`config.mk`:
```
export PLATFORM = sky130hd
export DESIGN_NAME = cc_channel
export DESIGN_NICKNAME = d
export VERILOG_FILES = /design/src/rtl/cc_pkg.sv /design/src/rtl/cc_job_store.sv /design/src/rtl/cc_xfer_ctr.sv /design/src/rtl/cc_flags.sv /design/src/rtl/cc_channel.sv
export SDC_FILE = /design/constraint.sdc
export NUM_CORES = 1
export LEC_CHECK = 0
export BUFFER_PORTS_ARGS = -buffer_cell sky130_fd_sc_hd__buf_2
export CAP_MARGIN = 15
export CORE_MARGIN = 3
export CORE_UTILIZATION = 45
export DETAILED_ROUTE_END_ITERATION = 8
export PLACE_DENSITY = 0.67
export SYNTH_ARGS = -nofsm -noshare
export SYNTH_HDL_FRONTEND = slang
export SYNTH_SLANG_ARGS = --single-unit
```
`constraint.sdc`:
```
create_clock -name clk -period 3.1 [get_ports clk]
set_input_delay 0.62 -clock clk [delete_from_list [all_inputs] [get_ports clk]]
set_output_delay 0.62 -clock clk [all_outputs]
set_load 0.005 [all_outputs]
```
`src/rtl/cc_pkg.sv`:
```
package cc_pkg;

    localparam int WORD_W     = 64;
    localparam int PTR_W      = 32;
    localparam int LEN_W      = 32;
    localparam int OP_W       = 8;
    localparam int UNIT_W     = 3;
    localparam int DESC_WORDS = 6;
    localparam int ITEMS_IN   = 3;
    localparam int CNT_W      = LEN_W - 2;
    localparam int WORD_BYTES = WORD_W / 8;

    typedef enum logic [1:0] {
        ITEM_CTX  = 2'd0,
        ITEM_KEY  = 2'd1,
        ITEM_DATA = 2'd2
    } item_e;

    typedef struct packed {
        logic [LEN_W-1:0] len;
        logic [PTR_W-1:0] ptr;
    } span_t;

    typedef struct packed {
        logic [OP_W-1:0]  op;
        span_t            ctx;
        span_t            key;
        span_t            din;
        span_t            dout;
        logic [PTR_W-1:0] next;
    } job_t;

    typedef struct packed {
        logic              known;
        logic [UNIT_W-1:0] unit;
    } route_t;

    typedef enum logic [3:0] {
        S_IDLE,
        S_DREQ,
        S_DWAIT,
        S_DECODE,
        S_ALLOC,
        S_PSEL,
        S_IREQ,
        S_IWAIT,
        S_IPUSH,
        S_OSEL,
        S_OPULL,
        S_OWR,
        S_REL,
        S_FIN
    } state_e;

    function automatic route_t route_op(input logic [OP_W-1:0] op);
        route_t r;
        r.known = 1'b1;
        case (op)
            8'h11:   r.unit = UNIT_W'(1);
            8'h22:   r.unit = UNIT_W'(2);
            8'h33:   r.unit = UNIT_W'(3);
            8'h44:   r.unit = UNIT_W'(4);
            default: begin
                r.known = 1'b0;
                r.unit  = '0;
            end
        endcase
        return r;
    endfunction

    function automatic logic [CNT_W-1:0] word_count(input logic [LEN_W-1:0] len);
        logic [LEN_W:0] s;
        s = {1'b0, len} + (LEN_W+1)'(WORD_BYTES - 1);
        return s[LEN_W:3];
    endfunction

endpackage

```
`src/rtl/cc_job_store.sv`:
```
module cc_job_store
    import cc_pkg::*;
#(
    parameter int WORDS = DESC_WORDS,
    localparam int IDX_W = $clog2(WORDS)
) (
    input  logic              clk,
    input  logic              rst,
    input  logic              cap,
    input  logic [IDX_W-1:0]  idx,
    input  logic [WORD_W-1:0] word,
    output job_t              job
);

    job_t job_q;

    always_ff @(posedge clk) begin
        if (rst) begin
            job_q <= '0;
        end else if (cap) begin
            case (idx)
                IDX_W'(0): job_q.op   <= word[WORD_W-1 -: OP_W];
                IDX_W'(1): job_q.ctx  <= word;
                IDX_W'(2): job_q.key  <= word;
                IDX_W'(3): job_q.din  <= word;
                IDX_W'(4): job_q.dout <= word;
                IDX_W'(5): job_q.next <= word[PTR_W-1:0];
                default:   ;
            endcase
        end
    end

    assign job = job_q;

endmodule

```
`src/rtl/cc_xfer_ctr.sv`:
```
module cc_xfer_ctr
    import cc_pkg::*;
#(
    parameter int AW   = PTR_W,
    parameter int CW   = CNT_W,
    parameter int STEP = WORD_BYTES
) (
    input  logic          clk,
    input  logic          rst,
    input  logic          load,
    input  logic [AW-1:0] load_addr,
    input  logic [CW-1:0] load_words,
    input  logic          step,
    output logic [AW-1:0] addr,
    output logic          last
);

    logic [AW-1:0] addr_q;
    logic [CW-1:0] rem_q;

    always_ff @(posedge clk) begin
        if (rst) begin
            addr_q <= '0;
            rem_q  <= '0;
        end else if (load) begin
            addr_q <= load_addr;
            rem_q  <= load_words;
        end else if (step) begin
            addr_q <= addr_q + AW'(STEP);
            rem_q  <= rem_q - CW'(1);
        end
    end

    assign addr = addr_q;
    assign last = (rem_q == CW'(1));

endmodule

```
`src/rtl/cc_flags.sv`:
```
module cc_flags (
    input  logic clk,
    input  logic rst,
    input  logic clr,
    input  logic set_done,
    input  logic set_err,
    output logic done_flag,
    output logic err_flag
);

    always_ff @(posedge clk) begin
        if (rst || clr) begin
            done_flag <= 1'b0;
            err_flag  <= 1'b0;
        end else begin
            if (set_done) done_flag <= 1'b1;
            if (set_err)  err_flag  <= 1'b1;
        end
    end

endmodule

```
`src/rtl/cc_channel.sv`:
```
module cc_channel
    import cc_pkg::*;
#(
    parameter int ADDR_W = PTR_W,
    parameter int DATA_W = WORD_W,
    parameter int TYPE_W = UNIT_W
) (
    input  logic              clk,
    input  logic              rst,
    input  logic              fetch_wr,
    input  logic [ADDR_W-1:0] fetch_addr,
    output logic              rd_req_valid,
    input  logic              rd_req_ready,
    output logic [ADDR_W-1:0] rd_req_addr,
    input  logic              rd_rsp_valid,
    input  logic [DATA_W-1:0] rd_rsp_data,
    output logic              wr_req_valid,
    input  logic              wr_req_ready,
    output logic [ADDR_W-1:0] wr_req_addr,
    output logic [DATA_W-1:0] wr_req_data,
    output logic              eu_req,
    output logic [TYPE_W-1:0] eu_type,
    input  logic              eu_grant,
    output logic              eu_release,
    output logic              eu_in_valid,
    input  logic              eu_in_ready,
    output logic [DATA_W-1:0] eu_in_data,
    output logic [1:0]        eu_in_kind,
    input  logic              eu_out_valid,
    output logic              eu_out_ready,
    input  logic [DATA_W-1:0] eu_out_data,
    output logic              busy,
    output logic              done,
    output logic              status_done,
    output logic              status_err
);

    localparam int IDX_W  = $clog2(DESC_WORDS);
    localparam int LAST_W = DESC_WORDS - 1;
    localparam int NCTR   = 2;
    localparam int C_IN   = 0;
    localparam int C_OUT  = 1;

    state_e            state_q;
    logic [IDX_W-1:0]  idx_q;
    logic [ADDR_W-1:0] dptr_q;
    logic [1:0]        item_q;
    logic [DATA_W-1:0] hold_q;

    job_t   job;
    route_t route;
    span_t  cur;
    logic   fetch_go;
    logic   cap;

    logic              ctr_load  [NCTR];
    logic              ctr_step  [NCTR];
    logic [ADDR_W-1:0] ctr_laddr [NCTR];
    logic [CNT_W-1:0]  ctr_lwords[NCTR];
    logic [ADDR_W-1:0] ctr_addr  [NCTR];
    logic              ctr_last  [NCTR];

    assign fetch_go = fetch_wr && (state_q == S_IDLE);
    assign cap      = (state_q == S_DWAIT) && rd_rsp_valid;
    assign route    = route_op(job.op);

    always_comb begin
        case (item_q)
            2'd0:    cur = job.ctx;
            2'd1:    cur = job.key;
            default: cur = job.din;
        endcase
    end

    cc_job_store #(.WORDS(DESC_WORDS)) u_store (
        .clk  (clk),
        .rst  (rst),
        .cap  (cap),
        .idx  (idx_q),
        .word (rd_rsp_data),
        .job  (job)
    );

    always_comb begin
        ctr_load[C_IN]    = (state_q == S_PSEL) && (cur.len != '0);
        ctr_step[C_IN]    = (state_q == S_IPUSH) && eu_in_ready;
        ctr_laddr[C_IN]   = cur.ptr;
        ctr_lwords[C_IN]  = word_count(cur.len);
        ctr_load[C_OUT]   = (state_q == S_OSEL);
        ctr_step[C_OUT]   = (state_q == S_OWR) && wr_req_ready;
        ctr_laddr[C_OUT]  = job.dout.ptr;
        ctr_lwords[C_OUT] = word_count(job.dout.len);
    end

    for (genvar g = 0; g < NCTR; g++) begin : g_ctr
        cc_xfer_ctr #(.AW(ADDR_W), .CW(CNT_W), .STEP(DATA_W / 8)) u_ctr (
            .clk        (clk),
            .rst        (rst),
            .load       (ctr_load[g]),
            .load_addr  (ctr_laddr[g]),
            .load_words (ctr_lwords[g]),
            .step       (ctr_step[g]),
            .addr       (ctr_addr[g]),
            .last       (ctr_last[g])
        );
    end

    cc_flags u_flags (
        .clk       (clk),
        .rst       (rst),
        .clr       (fetch_go),
        .set_done  (state_q == S_FIN),
        .set_err   ((state_q == S_DECODE) && !route.known),
        .done_flag (status_done),
        .err_flag  (status_err)
    );

    always_ff @(posedge clk) begin
        if (rst) begin
            state_q <= S_IDLE;
            idx_q   <= '0;
            dptr_q  <= '0;
            item_q  <= '0;
            hold_q  <= '0;
        end else begin
            case (state_q)
                S_IDLE: if (fetch_go) begin
                    dptr_q  <= fetch_addr;
                    idx_q   <= '0;
                    state_q <= S_DREQ;
                end
                S_DREQ: if (rd_req_ready) state_q <= S_DWAIT;
                S_DWAIT: if (rd_rsp_valid) begin
                    if (idx_q == IDX_W'(LAST_W)) begin
                        state_q <= S_DECODE;
                    end else begin
                        idx_q   <= idx_q + IDX_W'(1);
                        state_q <= S_DREQ;
                    end
                end
                S_DECODE: state_q <= route.known ? S_ALLOC : S_IDLE;
                S_ALLOC: if (eu_grant) begin
                    item_q  <= '0;
                    state_q <= S_PSEL;
                end
                S_PSEL: begin
                    if (cur.len != '0) begin
                        state_q <= S_IREQ;
                    end else if (item_q == 2'(ITEMS_IN - 1)) begin
                        state_q <= S_OSEL;
                    end else begin
                        item_q <= item_q + 2'd1;
                    end
                end
                S_IREQ: if (rd_req_ready) state_q <= S_IWAIT;
                S_IWAIT: if (rd_rsp_valid) begin
                    hold_q  <= rd_rsp_data;
                    state_q <= S_IPUSH;
                end
                S_IPUSH: if (eu_in_ready) begin
                    if (!ctr_last[C_IN]) begin
                        state_q <= S_IREQ;
                    end else if (item_q == 2'(ITEMS_IN - 1)) begin
                        state_q <= S_OSEL;
                    end else begin
                        item_q  <= item_q + 2'd1;
                        state_q <= S_PSEL;
                    end
                end
                S_OSEL: state_q <= (job.dout.len == '0) ? S_REL : S_OPULL;
                S_OPULL: if (eu_out_valid) begin
                    hold_q  <= eu_out_data;
                    state_q <= S_OWR;
                end
                S_OWR: if (wr_req_ready) begin
                    state_q <= ctr_last[C_OUT] ? S_REL : S_OPULL;
                end
                S_REL: begin
                    if (job.next != '0) begin
                        dptr_q  <= job.next;
                        idx_q   <= '0;
                        state_q <= S_DREQ;
                    end else begin
                        state_q <= S_FIN;
                    end
                end
                S_FIN:   state_q <= S_IDLE;
                default: state_q <= S_IDLE;
            endcase
        end
    end

    assign rd_req_valid = (state_q == S_DREQ) || (state_q == S_IREQ);
    assign rd_req_addr  = (state_q == S_DREQ)
                        ? dptr_q + ADDR_W'(idx_q) * ADDR_W'(DATA_W / 8)
                        : ctr_addr[C_IN];
    assign wr_req_valid = (state_q == S_OWR);
    assign wr_req_addr  = ctr_addr[C_OUT];
    assign wr_req_data  = hold_q;
    assign eu_req       = (state_q == S_ALLOC);
    assign eu_type      = route.unit;
    assign eu_release   = (state_q == S_REL);
    assign eu_in_valid  = (state_q == S_IPUSH);
    assign eu_in_data   = hold_q;
    assign eu_in_kind   = item_q;
    assign eu_out_ready = (state_q == S_OPULL);
    assign busy         = (state_q != S_IDLE);
    assign done         = (state_q == S_FIN);

endmodule

```
==> results of run 1 <==
state kept, by name, summed over array words and instances, names as in the netlist:
signal	count
g_ctr.u_ctr.addr	64
g_ctr.u_ctr.rem_q	60
u_store.job	296
u_flags.done_flag	1
eu_in_data	64
idx_q	3
eu_in_kind	2
u_flags.err_flag	1
dptr_q	32
state_q	4
critical path: stages (launching register included):
cell      delay [ns]
dfxtp_2         0.35
ha_4            0.14
inv_2           0.04
fa_2            0.36
nor2b_4         0.15
o211ai_1        0.14
or4_4           0.46
or2_4           0.28
nor3_4          0.12
xnor2_1         0.08
a21oi_1         0.15
buf_2           0.13
power groups by stage:
stage / Sequential, mW / Combinational [mW] / Clock [mW]
4_1_cts: 6.99 / 1.55 / 7.31
6_report: 7.00 / 1.68 / 7.21
5_1_grt: 7.00 / 1.79 / 7.58
2_1_floorplan: 7.10 / 0.737 / 0
3_3_place_gp: 7.13 / 1.45 / 0
3_5_place_dp: 7.13 / 1.46 / 0
path summary, 6_finish.rpt:
| kind | from | endpoint | slack [ns] |
|---|---|---|---|
| setup / recovery | dptr_q[3]$_SDFFE_PP0P_ | rd_req_addr[31] | -0.55 |
| hold / removal | rd_rsp_data[53] | u_store.job[149]$_SDFFE_PP0P_ | 0.30 |
| setup reg to reg | eu_in_kind[0]$_SDFFE_PP0P_ | g_ctr[0].u_ctr.rem_q[28]$_SDFFE_PP0P_ | -0.08 |
| hold reg to reg | u_store.job[34]$_SDFFE_PP0P_ | g_ctr[1].u_ctr.addr[2]$_SDFFE_PP0P_ | 0.44 |
repair_timing:
action                     CTS  global route
gates resized for setup     99           100
cloned                       6             3
pin swaps                   67            70
setup endpoints to repair   66            94
setup buffers               23            16
cell type report:
type	count	area [um^2]	share of cell area, %
Inverter	38	148	0.465
Antenna cell	1	2.50	0.00787
Clock inverter	25	360	1.13
Timing Repair Buffer	565	3830	12.1
Multi-Input combinational cell	2430	14300	45.0
Clock buffer	79	1620	5.10
Tap cell	756	946	2.98
Sequential cell	527	10600	33.2
cell families (layout without fill, tap and decap cells):
group	count (synthesis)	after routing	synth area share (%)
compound gates	812	812	19.5
xor+xnor	124	124	4.21
mux	108	108	4.23
flops	527	527	40.9
buf+inv	370	707	6.96
simple gates	1368	1368	23.4
fa+ha+maj	18	18	0.901
other cells	0	1	0
cell usage after synthesis (7+ instances only):
cell,number
nor2b_1,7
clkbuf_1,193
xnor2_1,68
a2111oi_0,7
o21ai_0,44
nor4_1,48
mux2_2,8
a31oi_1,18
or4_1,13
xor2_1,56
inv_1,37
a22o_1,46
or3_1,21
o22a_1,7
and4_1,8
and2_1,13
nand3_1,77
and3_1,23
nor3_1,63
nor2_1,258
a211oi_1,147
nand4_1,42
buf_4,97
a21oi_1,437
nand2_1,743
a311oi_1,8
buf_1,26
a221oi_1,8
o211ai_1,10
a22oi_1,20
mux2i_1,100
buf_2,12
ha_1,17
dfxtp_1,527
routing by layer:
metal,vias to the layer above,routed length [um]
met1,11900,37900
met5,-,28
li1,12100,-
met4,4,3440
met2,929,41000
met3,166,6310
stage by stage:
stage	instance area (um^2)	utilization [%]	hold slack, ns	worst slack, ns	cells
after floorplan	25900	-	0.431	-0.108	3327
after global placement	28400	50.1	0.441	-0.112	4272
after detailed placement	28400	50.1	0.444	-0.169	4272
after CTS	31200	55.1	0.261	-0.668	4405
after global routing	31800	56.1	0.290	-0.644	4420
final	31800	56.1	0.297	-0.550	4421
==> summary.md, run 1 <==
| Metric | Value |
|---|---|
| Placer Congestion | `0.944` |
| Yosys Warn Count | `0` |
| Hold-fix buffers, CTS | `0` |
| Max-cap violations | `0` |
| Vias per inst | `5.69` |
| Cells after Synth | `3,327` |
| H-tree depth | `2` |
| WL per Instance | `20.1 um` |
| Final min period | `3.65 ns` |
| CTS Buffer Depth | `3` |
| Share of layout cells above drive strength 1 | `22.7%` |
| Commonest non-fill, non-tap cell in the layout | `nand2_1` |
| Min-delay worst type | `input port to flop` |
| EDFF count, synth | `0` |
| Critical path data required time | `2.48 ns` |
| Rel. slew slack | `42.2%` |
| Met2 usage | `45.6%` |
| Initial Util | `45.6%` |
| Max Clock Freq | `0.274 GHz` |
| Post-Route WL | `88,700 um` |
| #FFs+latches synth | `527` |
| Primary FF master, synth | `dfxtp_1` |
| Tcrit/Tclk final | `118%` |
| Switching Share | `26.0%` |
| First-pass GRT wire length | `133,000 um` |
| Antenna violations before repair | `3` |
| CTS Sinks | `527` |
| Crit path kind | `flop to output pin` |
| Via Count | `25,100` |
| Area Overhead vs Synth | `23.1%` |
| Avg Inst Size Synth | `7.76 um^2` |
| Io pins | `376` |
| Crit path launch type | `flop` |
| R2r worst-path depth | `12` |
| Async SR Flop Fraction | `0%` |
| Largest net degree at the start of global routing | `167` |
| TritonCTS buffer count | `58` |
| Fillers | `5,341` |
| Hold depth | `3` |
| Leakage power | `11.5 nW` |
| Final setup fails | `37` |
| VDD IR max | `0.000439 V` |
| Slew Viols, Final | `0` |
| Clock latency on the worst-skew pair | `0.64 ns` |
| CTS tree | `done` |
| Clk pwr share | `45.4%` |
| Final HPWL DP | `60,600 um` |
| Critical path endpoint category | `output pin` |
| Failing checks | `setup timing` |
| Port Buffers | `375` |
| RSZ-0062 raised after global routing | `yes` |
| Total power | `15.9 mW` |
| Synth Cell Area | `25,800 um^2` |
| Most frequent cells in the layout | `737 x nand2_1, 521 x dfxtp_1, 397 x a21oi_1, 374 x buf_2, 244 x nor2_1` |
| Setup Skew | `0.0219 ns` |
| Power density over the cells | `500 nW/um^2` |
| Register area share after synthesis | `40.9%` |
| Number of unique standard cell types used by synthesis | `82` |
| Final hold viol count | `0` |
| Critical Path Fanout Max | `3` |
| Die Area | `60,300 um^2` |
| Die width | `246 um` |
| Number of DRC markers in iteration 0 | `2,370` |
| Die height | `246 um` |
| Core area | `56,600 um^2` |
| Status | `finished, violations left` |
| Final WS setup | `-0.550 ns` |
| Number of global-route vias before repair | `22,800` |
| CP arrival | `3.03 ns` |
| Combinational Power Share | `10.6%` |
| Worst-Margin Slew | `0.866 ns` |
| Yosys top cell area share | `40.9%` |
| DRC | `0` |
| Routed Antenna Nets | `0` |
| Leading area contributor after synthesis | `dfxtp_1` |
| Root Driver | `clkbuf_16` |
| Met1 Use GR | `37.5%` |
| Int Power | `11.8 mW` |
| Busiest layer in global routing | `met2` |
| Overflow left after global routing | `0` |
| Setup tns final | `-5.92 ns` |
| Sequential share of power | `44.1%` |
| Met3 GRT Util | `3.97%` |
| Syn nets | `3,514` |
| Top cells by area, synth | `dfxtp_1 41%, nand2_1 11%, a21oi_1 8.5%` |
| Switching pwr | `4.12 mW` |
| Total GRT Usage | `27.8%` |
| Number of nets in the layout | `3,807` |
| Reg clk slew, reported paths | `0.06 ns` |
| First drt pass iteration count | `6` |
| Row count | `87` |
No activity file was read; power rests on OpenSTA's default activity.
==> run 2, diff against run 1 <==
--- a/config.mk
+++ b/config.mk
@@ -5,12 +5,13 @@
 export SDC_FILE = /design/constraint.sdc
 export NUM_CORES = 1
 export LEC_CHECK = 0
+export ABC_AREA = 1
 export BUFFER_PORTS_ARGS = -buffer_cell sky130_fd_sc_hd__buf_2
 export CAP_MARGIN = 15
 export CORE_MARGIN = 3
 export CORE_UTILIZATION = 45
 export DETAILED_ROUTE_END_ITERATION = 8
-export PLACE_DENSITY = 0.67
+export PLACE_DENSITY = 0.66
 export SYNTH_ARGS = -nofsm -noshare
 export SYNTH_HDL_FRONTEND = slang
 export SYNTH_SLANG_ARGS = --single-unit
==> run 2 against run 1 <==
The run still ends with setup timing left. Clock power up 3.3%. Clock skew up 0.0077 ns. Combinational power up 37%. Largest cell class unchanged.
==> summary.md, run 2 <==
| Metric | Value |
|---|---|
| Status | `finished, violations left` |
| Failing checks | `setup timing` |
| TritonCTS buffer count | `57 (-1.7%)` |
| Root Driver | `clkbuf_16` |
| Fin cells | `5,216 (+18%)` |
| Leading area contributor after synthesis | `dfxtp_1` |
| Most common cell on crit path | `inv_2` |
| Antenna cells | `0 (-1)` |
| Routed Antenna Nets | `0 (unchanged)` |
| Vias per inst | `5.48 (-3.6%)` |
| VDD IR max | `0.000402 V (-8.5%)` |
| Power density over the cells | `535 nW/um^2 (+7.1%)` |
| Min-delay worst type | `input port to flop` |
| Hold-fix buffers, CTS | `0 (unchanged)` |
| Fillers | `6,109 (+14%)` |
| Share of layout cells above drive strength 1 | `15.0% (-7.7 points)` |
| Row count | `90 (+3.4%)` |
| Post-Route WL | `97,100 um (+9.5%)` |
| Worst-Margin Slew | `0.965 ns (+0.0988 ns)` |
| Switching pwr | `4.80 mW (+16%)` |
| Total GRT Usage | `29.0% (+1.2 points)` |
| Primary FF master, synth | `dfxtp_1` |
| Max Clock Freq | `0.297 GHz (+8.3%)` |
| Crit path cell chain | `ha_4 > inv_2 > fa_2 > inv_2 > nand2_4 > a21oi_4 > inv_2 > nor2_4 > nand2_2 > buf_4 > buf_4 > xor2_1 > o21ai_2 > buf_2` |
| Top cells by area, synth | `dfxtp_1 38%, nand2_1 13%, o21ai_0 9.1%` |
| Number of unique standard cell types used by synthesis | `48 (-41%)` |
| RSZ-0062 raised after global routing | `yes` |
| Critical path's largest stage delay | `0.35 ns (-0.11 ns)` |
| Cells after Synth | `4,173 (+25%)` |
| Number of DRC markers in iteration 0 | `3,247 (+37%)` |
| CTS Sinks | `527 (unchanged)` |
| Register area share after synthesis | `38.2% (-2.6 points)` |
| Commonest non-fill, non-tap cell in the layout | `nand2_1` |
| Switching Share | `28.0% (+2.0 points)` |
| Place WS | `0.173 ns (+0.341 ns)` |
| Crit path kind | `flop to output pin` |
| Area Overhead vs Synth | `16.2%` |
| Final WS setup | `-0.272 ns (+0.278 ns)` |
| Rel. slew slack | `35.6% (-6.7 points)` |
| Final hold viol count | `0 (unchanged)` |
| Overflow left after global routing | `0 (unchanged)` |
| Initial Util | `45.6% (about the same)` |
| Setup tns final | `-3.80 ns (+2.12 ns)` |
| Critical path endpoint category | `output pin` |
| CP arrival | `2.75 ns (-0.28 ns)` |
| Setup Skew | `0.0296 ns (+0.00766 ns)` |
| Number of flip-flops in the largest register | `296 (unchanged)` |
| WL per Instance | `18.6 um (-7.2%)` |
| Max-cap violations | `0 (unchanged)` |
| Largest net degree at the start of global routing | `91 (-46%)` |
| Clk pwr share | `43.4% (-2.0 points)` |
| Via Count | `28,600 (+14%)` |
| Final HPWL DP | `68,500 um (+13%)` |
| Post-DP Area | `29,500 um^2 (+4.0%)` |
| First-pass GRT wire length | `149,000 um (+12%)` |
| Finished Cell Area | `32,100 um^2 (+0.89%)` |
| EDFF count, synth | `0 (unchanged)` |
| Die height | `254 um (+3.3%)` |
| Async SR Flop Fraction | `0% (unchanged)` |
| Leakage power | `13.9 nW (+21%)` |
| Clock latency on the worst-skew pair | `0.63 ns (about the same)` |
| CTS Buffer Depth | `3 (unchanged)` |
| Die width | `254 um (+3.3%)` |
| Avg Inst Size Synth | `6.61 um^2 (-15%)` |
| Yosys Warn Count | `0 (unchanged)` |
| Yosys top cell area share | `38.2% (-2.6 points)` |
| Critical path data required time | `2.48 ns (about the same)` |
| Synth Cell Area | `27,600 um^2 (+6.8%)` |
| Most frequent cells in the layout | `919 x nand2_1, 522 x dfxtp_1, 503 x nor2_1, 491 x o21ai_0, 374 x buf_2` |
| Final setup fails | `25 (-32%)` |
| First drt pass iteration count | `6 (unchanged)` |
| Crit path launch type | `flop` |
| Antenna violations before repair | `3 (unchanged)` |
| Io pins | `376 (unchanged)` |
| Int Power | `12.4 mW (+5.1%)` |
| Combinational Power Share | `13.5% (+2.9 points)` |
| Die Area | `64,300 um^2 (+6.7%)` |
| Top-count cell post-synth | `nand2_1` |
| Number of nets in the layout | `4,574 (+20%)` |
| Final min period | `3.37 ns (-0.278 ns)` |
| Slew Viols, Final | `0 (unchanged)` |
| Port Buffers | `375 (unchanged)` |
| DRC | `0 (unchanged)` |
| Tcrit/Tclk final | `109% (-9.0 points)` |
| Top cells by count, synth | `929 x nand2_1, 527 x dfxtp_1, 516 x nor2_1` |
| H-tree depth | `2 (unchanged)` |
| Critical Path Fanout Max | `2 (-1)` |
| Reg clk slew, reported paths | `0.07 ns (about the same)` |
| Syn nets | `4,360 (+24%)` |
| Sequential share of power | `43.1% (-1.0 points)` |
| Dpl cells | `5,081 (+19%)` |
| Core area | `60,500 um^2 (+6.8%)` |
| Slowest cell on the critical path | `dfxtp_2` |
| #FFs+latches synth | `527 (unchanged)` |
| CTS tree | `done` |
| Placer Congestion | `0.955 (+1.2%)` |
| Number of global-route vias before repair | `25,600 (+12%)` |
## run 2: metal layers
| metal | GRT usage, % | vias up | wire length, um |
|---|---|---|---|
| met2 | 44.1 | 1071 | 42400 |
| met4 | 8.07 | 0 | 2610 |
| met3 | 3.81 | 147 | 7090 |
| met5 | 0 | - | 0 |
| met1 | 43.1 | 13300 | 45000 |
| li1 | - | 14100 | - |
## run 2: path summary, 6_finish.rpt
kind         depth (start not counted)  slack, ns                           from                              endpoint
max                                 14      -0.27         dptr_q[3]$_SDFFE_PP0P_                       rd_req_addr[17]
min                                  3       0.25                 fetch_addr[20]               dptr_q[20]$_SDFFE_PP0P_
max reg2reg                         15       0.25     eu_in_kind[0]$_SDFFE_PP0P_  g_ctr[0].u_ctr.rem_q[1]$_SDFFE_PP0P_
min reg2reg                          2       0.45  u_flags.err_flag$_SDFFE_PP0P_         u_flags.err_flag$_SDFFE_PP0P_
## run 2: critical path, delay by kind of cell, from the launching register on
kind,cells,cell delay (ns)
XOR/XNOR,1,0.14
adder cells (fa/ha/maj),2,0.48
flip-flops,1,0.35
AO/OA/AOI/OAI,2,0.30
buffers and inverters,6,0.59
AND/OR/NAND/NOR,3,0.24
## run 2: power groups by stage
stage / combinational [mW] / clock (mW) / sequential, mW
3_5_place_dp: 2.09 / 0 / 7.50
6_report: 2.31 / 7.45 / 7.39
2_1_floorplan: 1.27 / 0 / 7.38
3_3_place_gp: 2.08 / 0 / 7.50
5_1_grt: 2.54 / 7.82 / 7.42
4_1_cts: 2.22 / 7.54 / 7.37
## run 2: what timing repair did
item,4_1_cts,5_1_grt
endpoints found under the setup margin,21,57
pin swaps,17,23
resized for setup,49,23
endpoints found under the hold margin,0,0
cloned,0,1
buffers inserted,18,12
## run 2: metrics by stage
step                      power, mW  util, %  hold WS [ns]
after global routing           17.8     53.0         0.252
after CTS                      17.1     52.7         0.233
after floorplan                8.65        -         0.424
after global placement         9.57     48.8         0.433
final                          17.2     53.0         0.254
after detailed placement       9.58     48.8         0.435
## run 2: final cells by class
cell class | count | area [um^2] | area share, %
clock inverter | 31 | 429 | 1.34
clock buffer | 75 | 1630 | 5.07
timing repair buffer | 481 | 2830 | 8.83
inverter | 358 | 1350 | 4.22
multi-input combinational | 2962 | 14300 | 44.6
tap | 782 | 978 | 3.05
sequential | 527 | 10600 | 32.9
## run 2: cell families (layout without fill, tap and decap cells)
logic type,count (synthesis),count (layout),share of synthesized area (%)
AOI/OAI and AO/OA,1012,1012,19.7
xor gates and xnor gates,86,86,2.73
adders and majority gates,18,18,0.844
buffers and inverters,685,945,11.0
DFF,527,527,38.2
and+or+nand+nor,1845,1846,27.5
